--- config.mk ---
export PLATFORM = sky130hd
export DESIGN_NAME = slot_sync
export DESIGN_NICKNAME = d
export VERILOG_FILES = /design/src/rtl/slot_sync_pkg.sv /design/src/rtl/slot_sync_cdc.sv /design/src/rtl/slot_sync_timer.sv /design/src/rtl/slot_sync.sv
export SDC_FILE = /design/constraint.sdc
export NUM_CORES = 1
export LEC_CHECK = 0
export ABC_AREA = 1
export BUFFER_PORTS_ARGS = -buffer_cell sky130_fd_sc_hd__buf_2
export CORE_MARGIN = 8
export CORE_UTILIZATION = 34
export CTS_BUF_LIST = sky130_fd_sc_hd__clkbuf_16
export CTS_CLUSTER_SIZE = 30
export DETAILED_ROUTE_END_ITERATION = 10
export MAX_ROUTING_LAYER = met4
export PLACE_DENSITY_LB_ADDON = 0.2
export SLEW_MARGIN = 5
export SYNTH_ARGS = -nofsm -noshare
export SYNTH_HDL_FRONTEND = slang
export SYNTH_SLANG_ARGS = --single-unit
--- constraint.sdc ---
create_clock -name clk -period 3.95 [get_ports clk]
set_clock_uncertainty 0.15 [all_clocks]
set_input_delay 0.1975 -clock clk [delete_from_list [all_inputs] [get_ports clk]]
set_output_delay 0.1975 -clock clk [all_outputs]
set_load 0.1 [all_outputs]
--- src/rtl/slot_sync_pkg.sv ---
package slot_sync_pkg;
  typedef enum logic [2:0] {
    PH_INIT   = 3'd0,
    PH_PUP    = 3'd1,
    PH_ACTIVE = 3'd2,
    PH_PDN    = 3'd3,
    PH_TSYNC  = 3'd4
  } phase_t;
endpackage

--- src/rtl/slot_sync_cdc.sv ---
module slot_sync_cdc #(
  parameter int STAGES = 2
) (
  input  logic clk,
  input  logic rst_n,
  input  logic d,
  output logic q
);
  logic [STAGES-1:0] sr;

  always_ff @(posedge clk or negedge rst_n) begin
    if (!rst_n) sr <= '0;
    else        sr <= {sr[STAGES-2:0], d};
  end

  assign q = sr[STAGES-1];
endmodule

--- src/rtl/slot_sync_timer.sv ---
module slot_sync_timer #(
  parameter int W = 10
) (
  input  logic         clk,
  input  logic         rst_n,
  input  logic         clear,
  input  logic         tick,
  output logic [W-1:0] elapsed
);
  always_ff @(posedge clk or negedge rst_n) begin
    if (!rst_n)                      elapsed <= '0;
    else if (clear)                  elapsed <= '0;
    else if (tick && !(&elapsed))    elapsed <= elapsed + W'(1);
  end
endmodule

--- src/rtl/slot_sync.sv ---
module slot_sync
  import slot_sync_pkg::*;
#(
  parameter int NSLOT       = 8,
  parameter int DUR_W       = 8,
  parameter int TMO_MARGIN  = 64,
  parameter int TSYNC_TICKS = 30,
  localparam int SW = (NSLOT > 1) ? $clog2(NSLOT) : 1,
  localparam int EW = DUR_W + 2
) (
  input  logic                   clk,
  input  logic                   rst_n,
  input  logic                   tick,
  input  logic                   on_req,
  input  logic                   line_in,
  input  logic [NSLOT-1:0]       rail_good,
  input  logic [NSLOT-1:0]       rail_dis,
  input  logic [NSLOT-1:0]       dis_en,
  input  logic                   bypass_dis,
  input  logic [NSLOT*DUR_W-1:0] slot_dur,
  output logic [SW-1:0]          slot_idx,
  output logic [2:0]             phase_o,
  output logic                   line_drive_low
);
  phase_t        phase_q, phase_n;
  logic [SW-1:0] slot_q, slot_n;
  logic          rel_q, rel_n;
  logic          seen_q, seen_n;
  logic          clr;
  logic          line_s;
  logic [EW-1:0] elapsed;
  logic [DUR_W-1:0] dur_arr [NSLOT];

  for (genvar k = 0; k < NSLOT; k++) begin : g_dur
    assign dur_arr[k] = slot_dur[k*DUR_W +: DUR_W];
  end

  slot_sync_cdc #(.STAGES(2)) u_cdc (
    .clk(clk), .rst_n(rst_n), .d(line_in), .q(line_s)
  );

  slot_sync_timer #(.W(EW)) u_tmr (
    .clk(clk), .rst_n(rst_n), .clear(clr), .tick(tick), .elapsed(elapsed)
  );

  logic [EW-1:0] dur_x, tmo_x;
  logic          t_done, t_tmo, ts_done, last, step, pup_ok, pdn_ok, dis_clear;

  always_comb begin
    dur_x     = EW'(dur_arr[slot_q]);
    tmo_x     = dur_x + EW'(TMO_MARGIN);
    t_done    = elapsed >= dur_x;
    t_tmo     = elapsed >= tmo_x;
    ts_done   = elapsed >= EW'(TSYNC_TICKS);
    last      = slot_q == SW'(NSLOT - 1);
    step      = rel_q && line_s;
    dis_clear = !dis_en[slot_q] || bypass_dis || rail_dis[slot_q];
    pup_ok    = seen_q && t_done && rail_good[slot_q];
    pdn_ok    = seen_q && (t_tmo || (t_done && dis_clear));
  end

  always_comb begin
    phase_n = phase_q;
    slot_n  = slot_q;
    rel_n   = rel_q;
    seen_n  = seen_q || !line_s;
    clr     = 1'b0;
    unique case (phase_q)
      PH_INIT: if (on_req && line_s) begin
        phase_n = PH_PUP; slot_n = '0; clr = 1'b1;
      end
      PH_PUP: begin
        if (step) begin
          clr = 1'b1;
          if (last) begin phase_n = PH_ACTIVE; slot_n = '0; end
          else      slot_n = slot_q + SW'(1);
        end else if (t_tmo) begin
          phase_n = PH_TSYNC; clr = 1'b1;
        end else if (pup_ok) rel_n = 1'b1;
      end
      PH_ACTIVE: if (!on_req) begin
        phase_n = PH_PDN; slot_n = '0; clr = 1'b1;
      end
      PH_PDN: begin
        if (step) begin
          clr = 1'b1;
          if (last) begin phase_n = PH_INIT; slot_n = '0; end
          else      slot_n = slot_q + SW'(1);
        end else if (pdn_ok) rel_n = 1'b1;
      end
      PH_TSYNC: begin
        if (step) begin
          phase_n = PH_PDN; slot_n = '0; clr = 1'b1;
        end else if (ts_done) rel_n = 1'b1;
      end
      default: begin
        phase_n = PH_INIT; slot_n = '0; clr = 1'b1;
      end
    endcase
    if (clr) begin
      rel_n  = 1'b0;
      seen_n = 1'b0;
    end
  end

  always_ff @(posedge clk or negedge rst_n) begin
    if (!rst_n) begin
      phase_q <= PH_INIT;
      slot_q  <= '0;
      rel_q   <= 1'b0;
      seen_q  <= 1'b0;
    end else begin
      phase_q <= phase_n;
      slot_q  <= slot_n;
      rel_q   <= rel_n;
      seen_q  <= seen_n;
    end
  end

  always_comb begin
    unique case (phase_q)
      PH_INIT:   line_drive_low = !on_req;
      PH_ACTIVE: line_drive_low = 1'b0;
      default:   line_drive_low = !rel_q;
    endcase
  end

  assign slot_idx = slot_q;
  assign phase_o  = phase_q;
endmodule

==> run_results.csv <==
group,metric,value,unit
power_and_ir_drop,pwr-share-clk,16.5,%
layout,layout_common_cells,"buf_2 (100), nor2_1 (64), o21ai_0 (51), nand2_1 (48), inv_1 (43)",
timing,finalSetupViolCount,0,
timing,setup_slack,644,ps
global_routing,grt_use_met2,27.0,%
die,std_cell_rows,29,
synthesis,netlist_area,2170,µm²
timing,fmax,0.302,GHz
worst_setup_path,critPathMaxStageDelay,380,ps
power_and_ir_drop,seqPwrFrac,17.0,%
layout,drive_above_1_share,28.2,%
worst_setup_path,rrSetupSlack,640,ps
worst_setup_path,crit_arrival,3330,ps
synthesis,netlist.area_leader.share,23.0,%
route,wl_per_cell,14.0,µm
synthesis,ys_types,35,
route,via_per_inst,5.04,
worst_setup_path,start_kind,"flip-flop",
global_routing,grt_pass1_wl,11600,µm
place,pre_cts_ws,660,ps
route,dr.pass1.iters,4,
clock_network,clock_latency,260,ps
worst_setup_path,crit_type,"flip-flop to flip-flop",
power_and_ir_drop,p_leak,1.53,nW
layout,final_common_cell,"buf_2",
synthesis,synthFlopType,"dfrtp_1",
clock_network,clock-root-buffer,"clkbuf_16",
power_and_ir_drop,power_frac_comb,66.5,%
worst_setup_path,reg2reg_from,"slot_idx[0]$_DFFE_PN0P_",
route,routed-via-count,2623,
global_routing,busiest_layer,"met2",
worst_setup_path,crit_path_max_fanout,30,
worst_setup_path,cp-end-kind,"flip-flop",
synthesis,ys_seq_elements,20,
layout,antenna_cells,0,
synthesis,syn_nets,456,
die,die_area,9210,µm²
synthesis,ys_seq_area_share,23.0,%
min_path,hold_end,"u_tmr.elapsed[1]$_DFFE_PN0P_",
synthesis,synth_edf_count,0,
power_and_ir_drop,p_sw_share,53.4,%
route,wl,7290,µm
power_and_ir_drop,switchingPower,0.923,mW
timing,slew_headroom,66.7,%
layout,design_area,2880,µm²
global_routing,grt_usage,16.0,%
clock_network,cts.sinks,20,
clock_network,cts_tree,"yes",
timing,finalCritPeriodShare,83.7,%
route,final_antenna_net_count,0,
global_routing,grt-ovfl-total,0,
worst_setup_path,crit_top_cell,"inv_1",
global_routing,grt_antenna_before_repair,0,
clock_network,clk_pin_slew,60,ps
layout,fillers,652,
layout,stdcell_count,520,
global_routing,grt_start_max_net_pins,44,
worst_setup_path,critical_path_buf_inv_count,4,
place,hpwl,5900,µm
power_and_ir_drop,pwr_density_cell,600,nW/µm²
worst_setup_path,timing.rr.end,"u_tmr.elapsed[9]$_DFFE_PN0P_",
die,initial_core_util,34.6,%
worst_setup_path,cp.required,3970,ps
power_and_ir_drop,intPower,0.804,mW
min_path,holdPathStages,3,
timing,rsz0062_at_grt,"no",
timing,hold_violations,0,
die,ios,101,
die,die_x,96.0,µm
power_and_ir_drop,peakVddDrop,0.488,mV
route,drt-initial-drc-count,104,
place,port-buffer-count,100,
status,outcome,"complete, no violations",
worst_setup_path,r2r_cells,16,
worst_setup_path,cp_slowest_cell,"dfrtp_1",
clock_network,max-clock-path-buffers,2,
synthesis,yosys.area.top_type,"dfrtp_1",
die,core_area,6280,µm²
clock_network,cts_max_level,1,
min_path,hp-class,"input port to flip-flop",
route,drc,0,
layout,final_util,45.9,%
place,gp_congestion,0.938,
worst_setup_path,worstPathCellList,"inv_1, buf_12, o21ai_0, o22ai_1, inv_1, o21ai_0, ha_1, inv_1, ha_1, nand2_1, nand2_1, a21oi_1, nand4_2, a21oi_4, nand3_1, a21oi_1",
layout,nets,554,
timing,slew_viol_final,0,
synthesis,postSynthCellCount,346,
min_path,min_from,"tick",
synthesis,ys_async_sr_fraction,100,%
place,placed_area,2750,µm²
global_routing,use_met3,3.67,%
layout,multi_input_area,1440,µm²
layout,syn_to_final_growth,32.4,%
place,placedCellCount,514,
layout,seq_area,500,µm²
run,max-cap-violations,0,
die,die_h,96.0,µm
synthesis,synthTopCellsByArea,"dfrtp_1 (23%), o21ai_0 (12%), nor2_1 (11%)",
clock_network,numCtsBuffers,3,
worst_setup_path,crit_family,"compound AO/OA/AOI/OAI gates",
global_routing,grt_pass1_vias,2562,
timing,tightest_slew,499,ps
global_routing,met1_usage,18.8,%
timing,fin_crit,3310,ps
synthesis,synth.avg_cell_area,6.28,µm²
timing,finalSetupTns,0,ps
synthesis,ys_warn_count,0,
## power by group through the flow
stage,combinational [mW],clock (mW),sequential (mW)
final,1.15,0.285,0.294
after detailed placement,1.15,0,0.298
after CTS,1.16,0.285,0.294
after floorplan,0.746,0,0.440
after global placement,1.13,0,0.297
after global routing,1.30,0.296,0.304
## per-stage QoR
step	hold WS (ps)	total power, mW
global placement	32.9	1.43
detailed placement	39.5	1.45
finish	116	1.73
floorplan	-248	1.19
CTS	117	1.73
global route	131	1.90
## what timing repair did
| item | 4_1_cts | 5_1_grt |
|---|---|---|
| hold buffers | 2 | 0 |
| resized for setup | 0 | 0 |
| buffers inserted | 0 | 0 |
| endpoints found under the hold margin | 21 | 0 |
## synth_stat cells, types with 2 or more instances
| master | number |
|---|---|
| nor3b_1 | 2 |
| nor2_1 | 64 |
| o21ai_0 | 51 |
| nand2_1 | 48 |
| inv_2 | 4 |
| nor2_2 | 4 |
| nand3b_1 | 4 |
| o22ai_1 | 11 |
| ha_1 | 16 |
| inv_1 | 43 |
| buf_2 | 3 |
| nand3_1 | 26 |
| nor3_1 | 5 |
| clkbuf_1 | 8 |
| dfrtp_1 | 20 |
| a21oi_1 | 13 |
| o221ai_1 | 5 |
| buf_4 | 2 |
## worst min-delay path, stage by stage
cell,delay [ps]
buf_2,100
nand2_2,110
o31ai_2,70
## sequential cells by signal (all words and copies together) (netlist names)
signal / count
u_cdc.sr: 2
phase_o: 3
slot_idx: 3
seen_q: 1
u_tmr.elapsed: 10
rel_q: 1
## metal layers
layer,vias to the layer above,wire length [µm],part of all wire (%)
li1,1352,-,-
met1,1153,3110,43
met2,108,3230,44
met3,10,836,11
met4,0,110,1.5
met5,-,0,0
## logic make-up (layout without fill, tap and decap cells)
logic type | count (synthesis) | count (layout) | synth area share, %
AOI/OAI and AO/OA | 87 | 87 | 23.6
xor gates and xnor gates | 1 | 1 | 0.403
adders and majority gates | 16 | 16 | 9.21
buffers and inverters | 60 | 157 | 10.9
DFF | 20 | 20 | 23.0
and+or+nand+nor | 162 | 162 | 32.9
## layout make-up
class                           instances  share of cell area, %
Clock buffer                            3                   2.61
Multi-Input combinational cell        266                   49.9
Clock inverter                          1                   1.04
Sequential cell                        20                   17.4
Timing Repair Buffer                  106                   19.6
Tap cell                               77                   3.35
Inverter                               47                   6.13
## worst max-delay path by stage
stage | from | to | slack (ps) | depth (start not counted)
final | slot_idx[0]$_DFFE_PN0P_ | u_tmr.elapsed[9]$_DFFE_PN0P_ | 640 | 16
after global routing | slot_idx[1]$_DFFE_PN0P_ | u_tmr.elapsed[9]$_DFFE_PN0P_ | 240 | 15
after CTS | slot_idx[0]$_DFFE_PN0P_ | u_tmr.elapsed[1]$_DFFE_PN0P_ | 640 | 16
after global placement | slot_idx[0]$_DFFE_PN0P_ | u_tmr.elapsed[1]$_DFFE_PN0P_ | 750 | 16
after floorplan | phase_o[1]$_DFFE_PN0P_ | line_drive_low | 180 | 3
after detailed placement | slot_idx[1]$_DFFE_PN0P_ | u_tmr.elapsed[1]$_DFFE_PN0P_ | 660 | 15
Note: power is estimated with default switching activity, not from simulation.
